[src/rtl/wadd_pkg.sv]
package wadd_pkg;

  // Status register layout; the bench relies on these positions.
  typedef struct packed {
    logic irq_en;   // bit 7
    logic tbit;     // bit 6
    logic half;     // bit 5
    logic sgn;      // bit 4
    logic ovf;      // bit 3
    logic neg;      // bit 2
    logic zero;     // bit 1
    logic cry;      // bit 0
  } status_t;

  typedef struct packed {
    logic       hit;
    logic [1:0] pair;
    logic [5:0] imm;
  } dec_t;

endpackage

[src/rtl/wadd_decode.sv]
module wadd_decode
  import wadd_pkg::*;
#(
  parameter int          IW     = 16,
  parameter logic [7:0]  OPCODE = 8'h96
) (
  input  logic [IW-1:0] word,
  output dec_t          dec
);
  always_comb begin
    dec.hit  = (word[15:8] == OPCODE);
    dec.pair = word[5:4];
    dec.imm  = {word[7:6], word[3:0]};
  end
endmodule

[src/rtl/wadd_regfile.sv]
module wadd_regfile #(
  parameter int NREGS = 32,
  parameter int DW    = 8,
  localparam int AW   = $clog2(NREGS)
) (
  input  logic            clk,
  input  logic            ld_we,
  input  logic [AW-1:0]   ld_idx,
  input  logic [DW-1:0]   ld_data,
  input  logic            pr_we,
  input  logic [AW-1:0]   pr_lo,
  input  logic [2*DW-1:0] pr_wdata,
  output logic [2*DW-1:0] pr_rdata,
  input  logic [AW-1:0]   pk_idx,
  output logic [DW-1:0]   pk_data
);
  logic [DW-1:0] mem [NREGS];
  logic [AW-1:0] pr_hi;

  assign pr_hi = pr_lo + AW'(1);

  always_ff @(posedge clk) begin
    for (int g = 0; g < NREGS; g++) begin
      if (pr_we && pr_lo == AW'(g))
        mem[g] <= pr_wdata[DW-1:0];
      else if (pr_we && pr_hi == AW'(g))
        mem[g] <= pr_wdata[2*DW-1:DW];
      else if (ld_we && ld_idx == AW'(g))
        mem[g] <= ld_data;
    end
  end

  assign pr_rdata = {mem[pr_hi], mem[pr_lo]};
  assign pk_data  = mem[pk_idx];
endmodule

[src/rtl/wadd_flags.sv]
module wadd_flags
  import wadd_pkg::*;
#(
  parameter int W  = 16,
  parameter int KW = 6
) (
  input  logic [W-1:0]  old_val,
  input  logic [KW-1:0] imm,
  input  status_t       st_in,
  output logic [W-1:0]  sum,
  output status_t       st_out
);
  always_comb begin
    sum           = old_val + W'(imm);
    st_out        = st_in;
    st_out.ovf    = ~old_val[W-1] & sum[W-1];
    st_out.cry    = old_val[W-1] & ~sum[W-1];
    st_out.neg    = sum[W-1];
    st_out.zero   = (sum == '0);
    st_out.sgn    = sum[W-1] ^ (~old_val[W-1] & sum[W-1]);
  end
endmodule

[src/rtl/wadd_imm_unit.sv]
module wadd_imm_unit
  import wadd_pkg::*;
#(
  parameter int         NREGS     = 32,
  parameter int         DW        = 8,
  parameter int         PCW       = 16,
  parameter int         PAIR_BASE = 24,
  parameter logic [7:0] OPCODE    = 8'h96,
  localparam int        AW        = $clog2(NREGS),
  localparam int        WW        = 2 * DW,
  localparam int        KW        = 6
) (
  input  logic           clk,
  input  logic           rst_n,
  input  logic           insn_valid,
  output logic           insn_ready,
  input  logic [15:0]    insn_word,
  input  logic           preload_en,
  input  logic           preload_status,
  input  logic [AW-1:0]  preload_idx,
  input  logic [DW-1:0]  preload_data,
  input  logic [AW-1:0]  peek_idx,
  output logic [DW-1:0]  peek_data,
  output logic [7:0]     status_q,
  output logic [PCW-1:0] pc_q
);
  localparam logic [AW-1:0] BASE_IDX = AW'(PAIR_BASE);

  dec_t          dec;
  status_t       st_q, st_next;
  logic          take, exec;
  logic [AW-1:0] lo_idx;
  logic [WW-1:0] pair_old, pair_new;

  assign insn_ready = ~preload_en;
  assign take       = insn_valid & insn_ready;
  assign exec       = take & dec.hit;
  assign lo_idx     = BASE_IDX + AW'({dec.pair, 1'b0});

  wadd_decode #(.IW(16), .OPCODE(OPCODE)) u_dec (
    .word (insn_word),
    .dec  (dec)
  );

  wadd_regfile #(.NREGS(NREGS), .DW(DW)) u_rf (
    .clk      (clk),
    .ld_we    (preload_en & ~preload_status),
    .ld_idx   (preload_idx),
    .ld_data  (preload_data),
    .pr_we    (exec),
    .pr_lo    (lo_idx),
    .pr_wdata (pair_new),
    .pr_rdata (pair_old),
    .pk_idx   (peek_idx),
    .pk_data  (peek_data)
  );

  wadd_flags #(.W(WW), .KW(KW)) u_flg (
    .old_val (pair_old),
    .imm     (dec.imm),
    .st_in   (st_q),
    .sum     (pair_new),
    .st_out  (st_next)
  );

  always_ff @(posedge clk or negedge rst_n) begin
    if (!rst_n) begin
      st_q <= '0;
      pc_q <= '0;
    end else begin
      if (preload_en && preload_status)
        st_q <= status_t'(preload_data[7:0]);
      else if (exec)
        st_q <= st_next;
      if (exec)
        pc_q <= pc_q + PCW'(1);
    end
  end

  assign status_q = st_q;
endmodule

[config.mk]
export PLATFORM = sky130hd
export DESIGN_NAME = wadd_imm_unit
export DESIGN_NICKNAME = d
export VERILOG_FILES = /design/src/rtl/wadd_pkg.sv /design/src/rtl/wadd_decode.sv /design/src/rtl/wadd_regfile.sv /design/src/rtl/wadd_flags.sv /design/src/rtl/wadd_imm_unit.sv
export SDC_FILE = /design/constraint.sdc
export NUM_CORES = 1
export LEC_CHECK = 0
export BUFFER_PORTS_ARGS = -buffer_cell sky130_fd_sc_hd__buf_2
export CAP_MARGIN = 20
export CORE_MARGIN = 5
export CORE_UTILIZATION = 55
export DETAILED_ROUTE_END_ITERATION = 6
export GPL_TIMING_DRIVEN = 0
export PLACE_DENSITY = 0.73
export SLEW_MARGIN = 10
export SYNTH_ARGS = -nofsm -noshare
export SYNTH_HDL_FRONTEND = slang
export SYNTH_SLANG_ARGS = --single-unit
[constraint.sdc]
create_clock -name clk -period 8.4 [get_ports clk]
set_input_delay 0.84 -clock clk [delete_from_list [all_inputs] [get_ports clk]]
set_output_delay 0.84 -clock clk [all_outputs]
set_load 0.02 [all_outputs]
# After elaboration in Yosys (flattened, before gate mapping)
# Memories as Yosys holds them, arrays and structs flattened.
# Cells that the tools add are included.
[totals]
ff_bits = 24
mem_bits_rw = 256
inputBits = 39
out_inout_bits = 33
elab_cells = 758
mem_count = 1
[classes]
n_addsub = 4
n_eq_ne = 94
muxes = 444
bitwise_logic = 74
reduce_logical = 132
[memory_table]
columns = ["name", "depth", "word_bits", "read_ports", "rd_clocked_by_memory_dff", "write_ports", "line", "source"]
rows = [
  ["u_rf.mem", 32, 8, 3, 0, 2, "wadd_regfile.sv:17", "logic [DW-1:0] mem [NREGS];"],
]
[op_table]
columns = ["cell", "n"]
rows = [
  ["2-to-1 mux 8 bit", 95],
  ["2-to-1 mux 1 bit", 318],
  ["== test 5 bit, second input constant", 48],
  ["OR reduction 8 bit", 30],
  ["2-to-1 mux 5 bit", 31],
  ["== test 5 x 4 -> 1 bit, second input constant", 24],
  ["logical AND 1 bit", 97],
  ["bitwise OR 1 bit", 64],
  ["== test 5 x 3 -> 1 bit, second input constant", 12],
  ["== test 5 x 2 -> 1 bit, second input constant", 6],
  ["adder 16 x 1 -> 16 bit, second input constant", 1],
  ["adder 16 x 6 -> 16 bit", 1],
  ["logical NOT 16 bit", 1],
  ["== test 5 x 1 -> 1 bit, second input constant", 3],
  ["logical NOT 5 bit", 3],
  ["== test 8 bit, second input constant", 1],
  ["adder 4 x 4 -> 5 bit, first input constant", 1],
  ["adder 5 x 1 -> 5 bit, second input constant", 1],
  ["bitwise AND 1 bit", 5],
  ["inverter 1 bit", 4],
  ["nonzero test 2 bit", 1],
  ["bitwise XOR 1 bit", 1],
]

# Logic depth before layout (Yosys ltp)
[depth]
word_depth = 37
mapped_depth = 17
mapped_depth_nobuf = 15

# Modules after synthesis
# Synthesis repeated with hierarchy kept, for this count alone.
[hier_totals]
hier_cells = 1802
hier_area_um2 = 22459.0
[modules_own_cells]
columns = ["mod", "instances", "cells_each", "area_per_inst_um2", "seq_area_each_um2"]
rows = [
  ["wadd_regfile", 1, 1592, 20547.2, 7687.4],
  ["wadd_imm_unit", 1, 106, 1121.1, 600.6],
  ["wadd_flags", 1, 93, 704.4, 0.0],
  ["wadd_decode", 1, 11, 86.3, 0.0],
]

# Worst setup path after synthesis
# Ideal clock, no wire load.
[synth_timing]
path_kind = "input to register"
startpoint = "in insn_word[4]"
endpoint = "reg st_q, in the netlist status_q[1]"
setup_ps = 76
t_arrival_ps = 4172
required_time_ps = 8324
path_slack_ps = 4151
cell_stages = 17
path_buffers = 2
path_cell_list = "buf_6 buf_2 mux4_2 ha_1 a211oi_1 o21bai_1 o311ai_2 nor2_1 nand4_1 inv_1 ha_1 nand3_1 nor3_1 nand3_1 and4bb_1 o311ai_1 o21ai_1"
[synth_via]
elab_chain_cells = 7
[synth_lines]
columns = ["item", "line", "source"]
rows = [
  ["from (decl)", "wadd_imm_unit.sv:17", "input logic [15:0] insn_word,"],
  ["adder 4 x 4 -> 5 bit *", "wadd_imm_unit.sv:38", "assign lo_idx = BASE_IDX + AW'({dec.pair, 1'b0});"],
  ["adder 5 x 1 -> 5 bit", "wadd_regfile.sv:20", "assign pr_hi = pr_lo + AW'(1);"],
  ["memory read (32 x 8 bit) *", "-", ""],
  ["adder 16 x 6 -> 16 bit *", "wadd_flags.sv:14", "sum = old_val + W'(imm);"],
  ["logical NOT 16 bit *", "wadd_flags.sv:19", "st_out.zero = (sum == '0);"],
  ["2-to-1 mux 5 bit *", "wadd_imm_unit.sv:73", "else if (exec)"],
  ["2-to-1 mux 8 bit *", "wadd_imm_unit.sv:71", "if (preload_en && preload_status)"],
  ["to (signal assigned)", "wadd_imm_unit.sv:72", "st_q <= status_t'(preload_data[7:0]);"],
  ["to (signal assigned)", "wadd_imm_unit.sv:74", "st_q <= st_next;"],
  ["to (decl)", "wadd_imm_unit.sv:30", "status_t st_q, st_next;"],
]
# Mark *: on every way between the ends. The rest lies on a longest branch, timed or not. The select of a mux whose other input is x is not followed.
# A chain may end at the register's enable or synchronous reset.

# Worst setup path after layout
[layout_timing]
startpoint = "in insn_word[5]"
endpoint = "reg st_q, in the netlist status_q[1]"
# The elaborated chain is that of the path after synthesis.

==> reports/summary.md <==
The flow ran to the end, and the final reports show no timing, DRC or antenna violations. For this block, the routed nets add up to 30300 um of wire. The worst clock skew was 0.00979 ns. For the number of CTS-inserted buffers, the log shows 29. The cell count after synthesis came out at 783. The core region is 0.0228 mm^2. Critical setup path kind: input port to flip-flop. For the clock sink count, the log shows 280.

The signal on the critical path passes through buf_2, buf_2, buf_1, mux4_2, ha_1, a211oi_1, o21bai_1, o311ai_2, nor2_1, nand4_1, inv_1, ha_1, nand3_1, nor3_1, nand3_1, and4bb_1, o311ai_1, o21ai_1. The tools report the count of instances resized after the clock tree is built as 0. The netlist uses 49 different library cells. After synthesis the cells add up to 0.0128 mm^2. Once the floorplan was initialized, standard cells occupied 56.2% of the core. The top cell type by total area after synthesis was edfxtp_1. The Yosys step of the flow raised 0 warnings. The clock network latency to the later pin of the worst-skew pair was 0.54 ns.

Once placement finished, the instance area stood at 0.0135 mm^2. For the total half-perimeter wirelength after legalization and detailed placement, the log shows 21300 um. The clock tree root buffer cell is clkbuf_16. The first-pass GRT wire length was 46200 um; the static leakage was 4.93 nW. The floorplan step defined a die boundary enclosing 0.0264 mm^2. The clock slew seen by the registers of the worst setup and hold paths is 0.06 ns. In this run the core area contains 55 standard-cell rows. The type of the most critical hold path is input port to asynchronous set/reset pin.

For this design, the slowest cell found on the critical path is buf_1. STA classifies the critical path endpoint as a flip-flop. The logs give 5 for the first-pass iteration count of the detailed router and 0.00429 mm^2 for the area of the multi-input gates. Counting along the longest clock path gives a buffer depth of 3. The arrival time reported for the critical path endpoint is 5.49 ns, and the maximum level of the CTS H-tree is 1. Of all nets on the critical path, the largest fanout is 10.

Counting flops and latches in the post-synthesis netlist gives 280. Across the whole layout, storage elements account for 0.00829 mm^2. The leftover overflow at the end of global routing came out at 0. Setup violations remaining at the end of the flow were counted as 0.

Across every metal layer, demand over resource in global routing totals 23.2%. Primary flip-flop cell chosen by synthesis mapping: edfxtp_1. The share of layout cells above drive strength 1 is 26.8%, and the count of vias placed by the detailed router is 7701.

On the worst path, the slowest cell contributes a delay of 0.59 ns. Ranked by total cell area, the synthesized netlist is headed by edfxtp_1, mux4_2, dfrtp_1. Setup repair after global routing left no endpoint under its margin.

The average instance in the mapped netlist occupies 16.4 um^2. The worst reg-to-reg setup slack is 4.19 ns, and the max-cap check violation count is 0. Entering global routing, the biggest net connects 26 pins. The category of the worst setup path launch point was an input port. The maximum vdd drop is 0.143 mV. The final critical delay including setup and external delays was 5.03 ns. The detail route stage leaves a number of antenna-violating nets equal to 0. Compared with the post-synthesis result, the final layout area differs by 12.9%. At the worst endpoint, the required time is 8.86 ns.

The logs give 931 for the net count of the finished layout and 1657 for the filler cell count in the final layout. The number of antenna repair diodes is 0, and the post-detailed-route via-to-cell ratio is 6.34. Commonest non-fill, non-tap cell in the layout: edfxtp_1. From bottom edge to top edge, the die measures 163 um. The tools report the initial antenna violation count as 0.

The library cells used most frequently in the layout, excluding fill and tap cells, are edfxtp_1, mux4_2, nand2_1. The area share of the largest cell type after synthesis is 60.0%, and the number of buffers inserted by port buffering is 63. TritonCTS built the clock tree.

Measured along the x axis, the die boundary spans 163 um. The power density over cell area is 213 mW/mm^2. For this design the top-level I/O count stands at 72. The hold violation count in the final report is 0, and the average wire per cell in the routed design is 24.9 um.

The run gives 0 as the final-report max-slew violation count. The tools report the final hold slack as 0.268 ns. The count of flip-flops with a built-in enable after synthesis works out to 256. Of all flip-flops after synthesis, the portion carrying an async set or reset was 8.57%. The cell area after layout was 0.0145 mm^2. Post-CTS timing repair inserted 0 buffers for setup. At the end of routability-driven placement, the weighted congestion stood at 0.932.

Adding up every negative setup slack in the final design gives 0 ns. At the pin with the least slew margin, the transition time is 1.00 ns. Static timing analysis puts the maximum clock frequency at 0.199 GHz. Hold repair after CTS inserted 0 buffers. The number of global-route vias before repair was 7451; the share of the clock period used by the worst path was 59.8%. The tools report the count of routing violations after the opening detailed-route iteration as 1106. The logs give 0 for the detailed-route DRC error count and 833 for the net count after synthesis. The share of the Yosys chip area taken by registers is 64.7%. The run gives 32.8% as the relative slew slack.
cells by family after synthesis:
group | synth area share (%)
AOI/OAI and AO/OA | 4.43
xor gates and xnor gates | 2.17
adders and majority gates | 1.13
buffers and inverters | 1.84
DFF | 64.7
muxes | 17.9
and+or+nand+nor | 7.87
critical path, delay by kind of cell:
family / cells / cell delay [ns]
AOI/OAI and AO/OA: 5 / 1.32
buffers and inverters: 4 / 1.08
and+or+nand+nor: 6 / 1.08
adders and majority gates: 2 / 0.70
muxes: 1 / 0.46
layer usage:
layer	vias to the layer above	GRT usage [%]	wire length, um
li1	3315	-	-
met1	3867	34.6	12200
met2	475	36.8	14300
met3	44	4.61	3240
met4	0	4.16	593
met5	-	0	0
Yosys cell counts, types with 13 or more instances:
cell,count
a22oi_1,16
edfxtp_1,256
mux4_2,96
nor2_1,55
nand2_1,93
buf_1,17
nand3_1,13
o221ai_1,16
dfrtp_1,24
xnor2_1,21
o21ai_0,31
area by class of cell:
cell class              count  share of cell area, %
clock inverters            19                   1.19
repair buffers             67                   2.35
well taps                 313                   2.71
multi-input cells         452                   29.7
plain buffers              42                   1.39
flip-flops and latches    280                   57.3
clock buffers              33                   5.12
inverters                   9                  0.234
state kept, by name (all words and copies together) (netlist names):
name      cells
pc_q         16
u_rf.mem    256
status_q      8
stage by stage:
stage | cells | worst slack, ns | total power, mW | utilization, %
finish | 1215 | 3.37 | 3.08 | 63.5
global route | 1215 | 3.06 | 3.19 | 63.5
CTS | 1214 | 3.46 | 3.09 | 63.5
detailed placement | 1162 | 2.98 | 1.87 | 59.5
global placement | 1159 | 2.96 | 1.86 | 59.3
floorplan | 783 | 4.15 | 1.77 | -
report_power, final:
group | leakage (nW) | total, mW | switching, mW | internal, mW
clock | 0.445 | 1.23 | 0.511 | 0.722
sequential | 2.62 | 1.55 | 0.00534 | 1.55
combinational | 1.86 | 0.290 | 0.175 | 0.115
total | 4.93 | 3.08 | 0.692 | 2.39
final timing paths:
kind,start,end,cells past startpoint
min in group clk,pc_q[15],pc_q[15],1
hold reg to reg,pc_q[15],pc_q[15],1
max in group asynchronous,rst_n,pc_q[9],1
hold / removal,rst_n,status_q[6],1
setup / recovery,insn_word[5],status_q[1],18
setup reg to reg,u_rf.mem[30][1],status_q[1],15
No activity file was read; power rests on OpenSTA's default activity.
